`src/rtl/pwm_cmp_pkg.sv`:
```
package pwm_cmp_pkg;
  localparam int N_CMP = 4;
  localparam int SEL_W = 2;

  typedef enum logic [SEL_W-1:0] {
    CMP_SA = 2'd0,
    CMP_RA = 2'd1,
    CMP_SB = 2'd2,
    CMP_RB = 2'd3
  } cmp_sel_e;

  // Transfer decision for one end-of-cycle strobe.
  function automatic logic xfer_decide(input logic eoc, input logic autolock,
                                       input logic lock, input logic rb_last);
    return eoc && (autolock ? rb_last : !lock);
  endfunction

  // Which shadow feeds a given active slot.
  function automatic logic [SEL_W-1:0] load_src(input logic [SEL_W-1:0] slot,
                                                input logic fifty);
    return (fifty && !slot[1]) ? {1'b1, slot[0]} : slot;
  endfunction
endpackage

```
`src/rtl/pcs_shadow_regs.sv`:
```
module pcs_shadow_regs
  import pwm_cmp_pkg::*;
#(
  parameter int VAL_W  = 12,
  parameter int BYTE_W = 8
) (
  input  logic                         clk,
  input  logic                         rst_n,
  input  logic                         wr_en,
  input  logic                         wr_hi,
  input  logic [SEL_W-1:0]             wr_sel,
  input  logic [BYTE_W-1:0]            wr_data,
  output logic [N_CMP-1:0][VAL_W-1:0]  shadow,
  output logic                         commit,
  output logic [SEL_W-1:0]             commit_sel
);
  localparam int HI_W = VAL_W - BYTE_W;

  logic [HI_W-1:0] stage_q;

  assign commit     = wr_en && !wr_hi;
  assign commit_sel = wr_sel;

  always_ff @(posedge clk or negedge rst_n) begin
    if (!rst_n) stage_q <= '0;
    else if (wr_en && wr_hi) stage_q <= wr_data[HI_W-1:0];
  end

  for (genvar i = 0; i < N_CMP; i++) begin : g_shadow
    always_ff @(posedge clk or negedge rst_n) begin
      if (!rst_n) shadow[i] <= '0;
      else if (commit && commit_sel == SEL_W'(i)) shadow[i] <= {stage_q, wr_data};
    end
  end
endmodule

```
`src/rtl/pcs_xfer_policy.sv`:
```
module pcs_xfer_policy
  import pwm_cmp_pkg::*;
(
  input  logic             clk,
  input  logic             rst_n,
  input  logic             commit,
  input  logic [SEL_W-1:0] commit_sel,
  input  logic             eoc,
  input  logic             cfg_autolock,
  input  logic             cfg_lock,
  output logic             xfer,
  output logic             rb_last
);
  assign xfer = xfer_decide(eoc, cfg_autolock, cfg_lock, rb_last);

  // A commit outranks the clear caused by a transfer.
  always_ff @(posedge clk or negedge rst_n) begin
    if (!rst_n)      rb_last <= 1'b0;
    else if (commit) rb_last <= (commit_sel == CMP_RB);
    else if (xfer)   rb_last <= 1'b0;
  end
endmodule

```
`src/rtl/pcs_active_bank.sv`:
```
module pcs_active_bank
  import pwm_cmp_pkg::*;
#(
  parameter int VAL_W = 12
) (
  input  logic                         clk,
  input  logic                         rst_n,
  input  logic                         xfer,
  input  logic                         cfg_fifty,
  input  logic [N_CMP-1:0][VAL_W-1:0]  shadow,
  output logic [N_CMP-1:0][VAL_W-1:0]  active
);
  for (genvar i = 0; i < N_CMP; i++) begin : g_act
    logic [SEL_W-1:0] src;
    assign src = load_src(SEL_W'(i), cfg_fifty);
    always_ff @(posedge clk or negedge rst_n) begin
      if (!rst_n)    active[i] <= '0;
      else if (xfer) active[i] <= shadow[src];
    end
  end
endmodule

```
`src/rtl/pwm_cmp_shadow.sv`:
```
module pwm_cmp_shadow
  import pwm_cmp_pkg::*;
#(
  parameter int VAL_W  = 12,
  parameter int BYTE_W = 8
) (
  input  logic              clk,
  input  logic              rst_n,
  input  logic              wr_en,
  input  logic              wr_hi,
  input  logic [1:0]        wr_sel,
  input  logic [BYTE_W-1:0] wr_data,
  input  logic              cfg_autolock,
  input  logic              cfg_lock,
  input  logic              cfg_fifty,
  input  logic              eoc,
  output logic [VAL_W-1:0]  act_sa,
  output logic [VAL_W-1:0]  act_ra,
  output logic [VAL_W-1:0]  act_sb,
  output logic [VAL_W-1:0]  act_rb
);
  logic [N_CMP-1:0][VAL_W-1:0] shadow_q;
  logic [N_CMP-1:0][VAL_W-1:0] active_q;
  logic                        commit;
  logic [SEL_W-1:0]            commit_sel;
  logic                        xfer;
  logic                        rb_last;

  pcs_shadow_regs #(.VAL_W(VAL_W), .BYTE_W(BYTE_W)) u_shadow (
    .clk(clk), .rst_n(rst_n), .wr_en(wr_en), .wr_hi(wr_hi), .wr_sel(wr_sel),
    .wr_data(wr_data), .shadow(shadow_q), .commit(commit), .commit_sel(commit_sel)
  );

  pcs_xfer_policy u_policy (
    .clk(clk), .rst_n(rst_n), .commit(commit), .commit_sel(commit_sel), .eoc(eoc),
    .cfg_autolock(cfg_autolock), .cfg_lock(cfg_lock), .xfer(xfer), .rb_last(rb_last)
  );

  pcs_active_bank #(.VAL_W(VAL_W)) u_bank (
    .clk(clk), .rst_n(rst_n), .xfer(xfer), .cfg_fifty(cfg_fifty),
    .shadow(shadow_q), .active(active_q)
  );

  assign act_sa = active_q[CMP_SA];
  assign act_ra = active_q[CMP_RA];
  assign act_sb = active_q[CMP_SB];
  assign act_rb = active_q[CMP_RB];
endmodule

```
`config.mk`:
```
export PLATFORM = sky130hd
export DESIGN_NAME = pwm_cmp_shadow
export DESIGN_NICKNAME = d
export VERILOG_FILES = /design/src/rtl/pwm_cmp_pkg.sv /design/src/rtl/pcs_shadow_regs.sv /design/src/rtl/pcs_xfer_policy.sv /design/src/rtl/pcs_active_bank.sv /design/src/rtl/pwm_cmp_shadow.sv
export SDC_FILE = /design/constraint.sdc
export NUM_CORES = 1
export LEC_CHECK = 0
export CORE_MARGIN = 10
export CORE_UTILIZATION = 30
export CTS_CLUSTER_SIZE = 24
export DETAILED_ROUTE_END_ITERATION = 7
export PLACE_DENSITY = 0.6
export REMOVE_ABC_BUFFERS = 1
export SLEW_MARGIN = 20
export SYNTH_ARGS = -nofsm -noshare
export SYNTH_HDL_FRONTEND = slang
export SYNTH_SLANG_ARGS = --single-unit
```
`constraint.sdc`:
```
create_clock -name clk -period 1.58 [get_ports clk]
set_clock_uncertainty 0.2 [all_clocks]
set_input_delay 0.395 -clock clk [delete_from_list [all_inputs] [get_ports clk]]
set_output_delay 0.395 -clock clk [all_outputs]
set_load 0.005 [all_outputs]
```
==> key figures <==
Die
  – Starting density of the core: 30.34%
  – Floorplan die width: between 100 and 150 um
  – I/O Pins: 66
  – CORE AREA: 13770 um2
  – Die area: 19050 um2
  – Cell Rows: between 40 and 50
  – Die H: 138.0 um

Placement
  – PortBufs: 65
  – GPL Wtd Cong: 0.7268
  – Pre-CTS setup slack: -620.1 ps
  – DP HPWL: about 6000 um

Final layout
  – Final nets: 364
  – Filler Cell Count: 1258
  – Antenna diodes: 0
  – Fraction of layout cells with a size suffix above 1: 48.86%
  – Layout area overhead: 40.96%
  – Utilization after layout: 42.77%

Global routing
  – First-pass GRT wire length: 15740 um
  – Largest net degree at the start of global routing: 62
  – Grt ovf: 0
  – Vias in the first global route: 2674
  – Total GRT Usage: 10.47%
  – Initial antenna violation count: 0

Synth
  – Synthesized cell area: 4179 um2
  – Ys Warns: 0
  – Post-synthesis cell type count: 17
  – Area share of fa/ha/maj cells after synthesis: 0%
  – Largest family of logic cells by synthesized area: multiplexers
  – FF+latch count, synth: 101
  – Cells after Synth: 248
  – Compound-Gate Fraction of Synth Area: 0.4192%
  – Mux contribution to synthesized area: 34.31%
  – Synth Area in XOR/XNOR: 0%
  – Mapped Avg Cell Area: about 17 um2
  – Sequential fraction of the synthesis area: 60.48%
  – Simple-gate share of the synthesized area: 2.156%

Setup path
  – Kind of critical path: reg2reg
  – Crit path DAT: 1720 ps
  – Worst path required time: about 1600 ps
  – CP Capture Type: register
  – Critical path launch point type: register
  – Crit path max fanout: 6

Timing
  – Max transition margin: 77.59%
  – Final setup violating endpoints: between 40 and 50
  – Worst Max-Slew Pin Slew: between 300 and 400 ps
  – Crit share post-route: 107.5%
  – Final Hold Fails: 0
  – Fmax: 588.6 MHz
  – Min Tclk post-route: 1699 ps
  – Final Slew Violations: 0
  – Final setup margin: -118.8 ps
  – RSZ-0062 raised after global routing: yes

Pwr
  – Sw Ratio: 25.32%
  – Internal Power: 6489 uW
  – Clock power frac: 24.0%
  – Peak VDD IR: 0.6050 mV
  – Net Switching: around 2200 uW
  – Seq pwr share: 45.2%
  – Share of power burned in combinational logic: 30.7%
  – Leakage: 0.002777 uW
  – PD cells: 1475 nW/um2

Run status
  – Failing checks: setup timing
  – Outcome: finished, violations left

Routing
  – Post-route ant nets: 0
  – Remaining DRCs: 0
  – First-pass detailed-route iteration total: 4
  – DR iter-0 viols: between 80 and 90
  – Via density: between 4 and 5
  – Routed len/inst: 19.45 um
  – Via count: 2370
  – DRT Wirelength: 10310 um

Clocking
  – Clock Tree Root: clkbuf_16
  – Clock buffer count from CTS: 9
  – Clk slew on worst S/H paths: 70 ps
  – Htree depth: 3
  – Bufs on Longest Clock Path: 2
  – Clock sink count: 101
  – Worst-Skew Late Latency: 340 ps
  – CTS tree: built

Run
  – Max-cap violations: 0

Min path
  – HP Class: in2async
==> state kept, by name, summed over array words and instances (netlist names) <==
signal	count
u_shadow.stage_q	4
u_shadow.shadow	48
u_bank.active	48
u_policy.rb_last	1
==> cell usage in the layout, fill, tap and decap left out, types with 2 or more instances in the layout <==
| cell type | n |
|---|---|
| dlygate4sd2_1 | 4 |
| clkdlybuf4s15_2 | 2 |
| buf_6 | 4 |
| nor3b_4 | 2 |
| clkbuf_8 | 3 |
| mux2_1 | 19 |
| buf_16 | 2 |
| dfrtp_1 | 101 |
| mux2_4 | 60 |
| buf_4 | 14 |
| clkbuf_1 | 2 |
| clkdlybuf4s15_1 | 41 |
| clkdlybuf4s50_1 | 8 |
| clkbuf_2 | 8 |
| clkbuf_16 | 11 |
| buf_12 | 10 |
| mux2_2 | 45 |
==> layout make-up <==
| class | instances | area [um2] | share of cell area [%] |
|---|---|---|---|
| sequential | 101 | 2527 | 42.91 |
| multi-input combinational | 134 | 1742 | 29.57 |
| timing repair buffer | 99 | 1114 | 18.90 |
| clock buffer | 14 | 274.0 | 4.652 |
| tap | 180 | 225.2 | 3.823 |
| clock inverter | 1 | 5.005 | 0.08496 |
| inverter | 1 | 3.754 | 0.06372 |
==> cells by family (layout without fill, tap and decap cells) <==
kind of cell	after synthesis	in the layout
AOI/OAI and AO/OA	2	2
buffers and inverters	13	115
DFF	101	101
muxes	124	124
and+or+nand+nor	8	8
==> metal layers <==
| layer | vias up | GRT usage, % | wire length [um] |
|---|---|---|---|
| met5 | - | 0 | 0 |
| met4 | 0 | 4.329 | 118 |
| met3 | 10 | 2.808 | 435 |
| met2 | 48 | 17.49 | 5246 |
| met1 | 1234 | 12.44 | 4506 |
| li1 | 1078 | - | - |
==> cells in the mapped netlist <==
master | n | area (um2)
mux2_4 | 10 | 150.1
o21ai_2 | 1 | 8.760
nand2_1 | 1 | 3.750
mux2_2 | 86 | 968.4
nand2b_4 | 1 | 13.76
nand4b_2 | 1 | 15.01
a31o_2 | 1 | 8.760
mux2_1 | 28 | 315.3
nor2_1 | 1 | 3.750
nor3b_4 | 2 | 37.54
buf_6 | 5 | 56.30
inv_1 | 1 | 3.750
nor3_2 | 1 | 10.01
and2_1 | 1 | 6.260
buf_4 | 6 | 45.04
dfrtp_1 | 101 | 2527
buf_2 | 1 | 5.000
==> worst max-delay path: stages, from the launching register on <==
cell       delay [ps]
dfrtp_1           380
and2_4            140
o21ai_4           200
buf_6             180
clkbuf_16         170
mux2_4            300
==> path summary, 6_finish.rpt <==
check | end | slack (ps) | cells after the start | startpoint
max in group asynchronous | u_shadow.shadow[13]$_DFFE_PN0P_ | 480 | 3 | rst_n
min in group clk | u_shadow.shadow[3]$_DFFE_PN0P_ | 310 | 1 | u_shadow.shadow[3]$_DFFE_PN0P_
hold reg to reg | u_shadow.shadow[3]$_DFFE_PN0P_ | 310 | 1 | u_shadow.shadow[3]$_DFFE_PN0P_
setup reg to reg | u_bank.active[37]$_DFFE_PN0P_ | -120 | 5 | u_policy.rb_last$_DFFE_PN0P_
hold / removal | u_bank.active[42]$_DFFE_PN0P_ | 190 | 2 | rst_n
setup / recovery | u_bank.active[37]$_DFFE_PN0P_ | -120 | 5 | u_policy.rb_last$_DFFE_PN0P_
==> per-stage QoR <==
stage	area [um2]	power, uW	hold WS (ps)	setup TNS, ps	cells
2_1_floorplan	4073	4829	-100.6	-56340	236
3_3_place_gp	5144	6313	1.563	-50630	493
3_5_place_dp	5144	6384	3.360	-53240	493
4_1_cts	5818	8646	173.9	-3551	528
5_1_grt	5891	9218	189.7	-5445	530
6_report	5891	8689	188.0	-3407	530
==> power groups by stage <==
stage	logic [uW]	clock network, uW	registers, uW
after detailed placement	2440	0	3940
after global routing	2910	2260	4060
after CTS	2580	2150	3910
after floorplan	946	0	3880
final	2670	2090	3930
after global placement	2400	0	3910
==> timing repair <==
action                                  in CTS  in global routing
resized for setup                          142                 39
setup buffers                               14                  2
hold endpoints to repair                   101                  0
pin swaps                                    2                  2
hold buffers                                 1                  0
endpoints found under the setup margin     144                 63
cloned                                       5                  3
No activity file was read; power rests on OpenSTA's default activity.
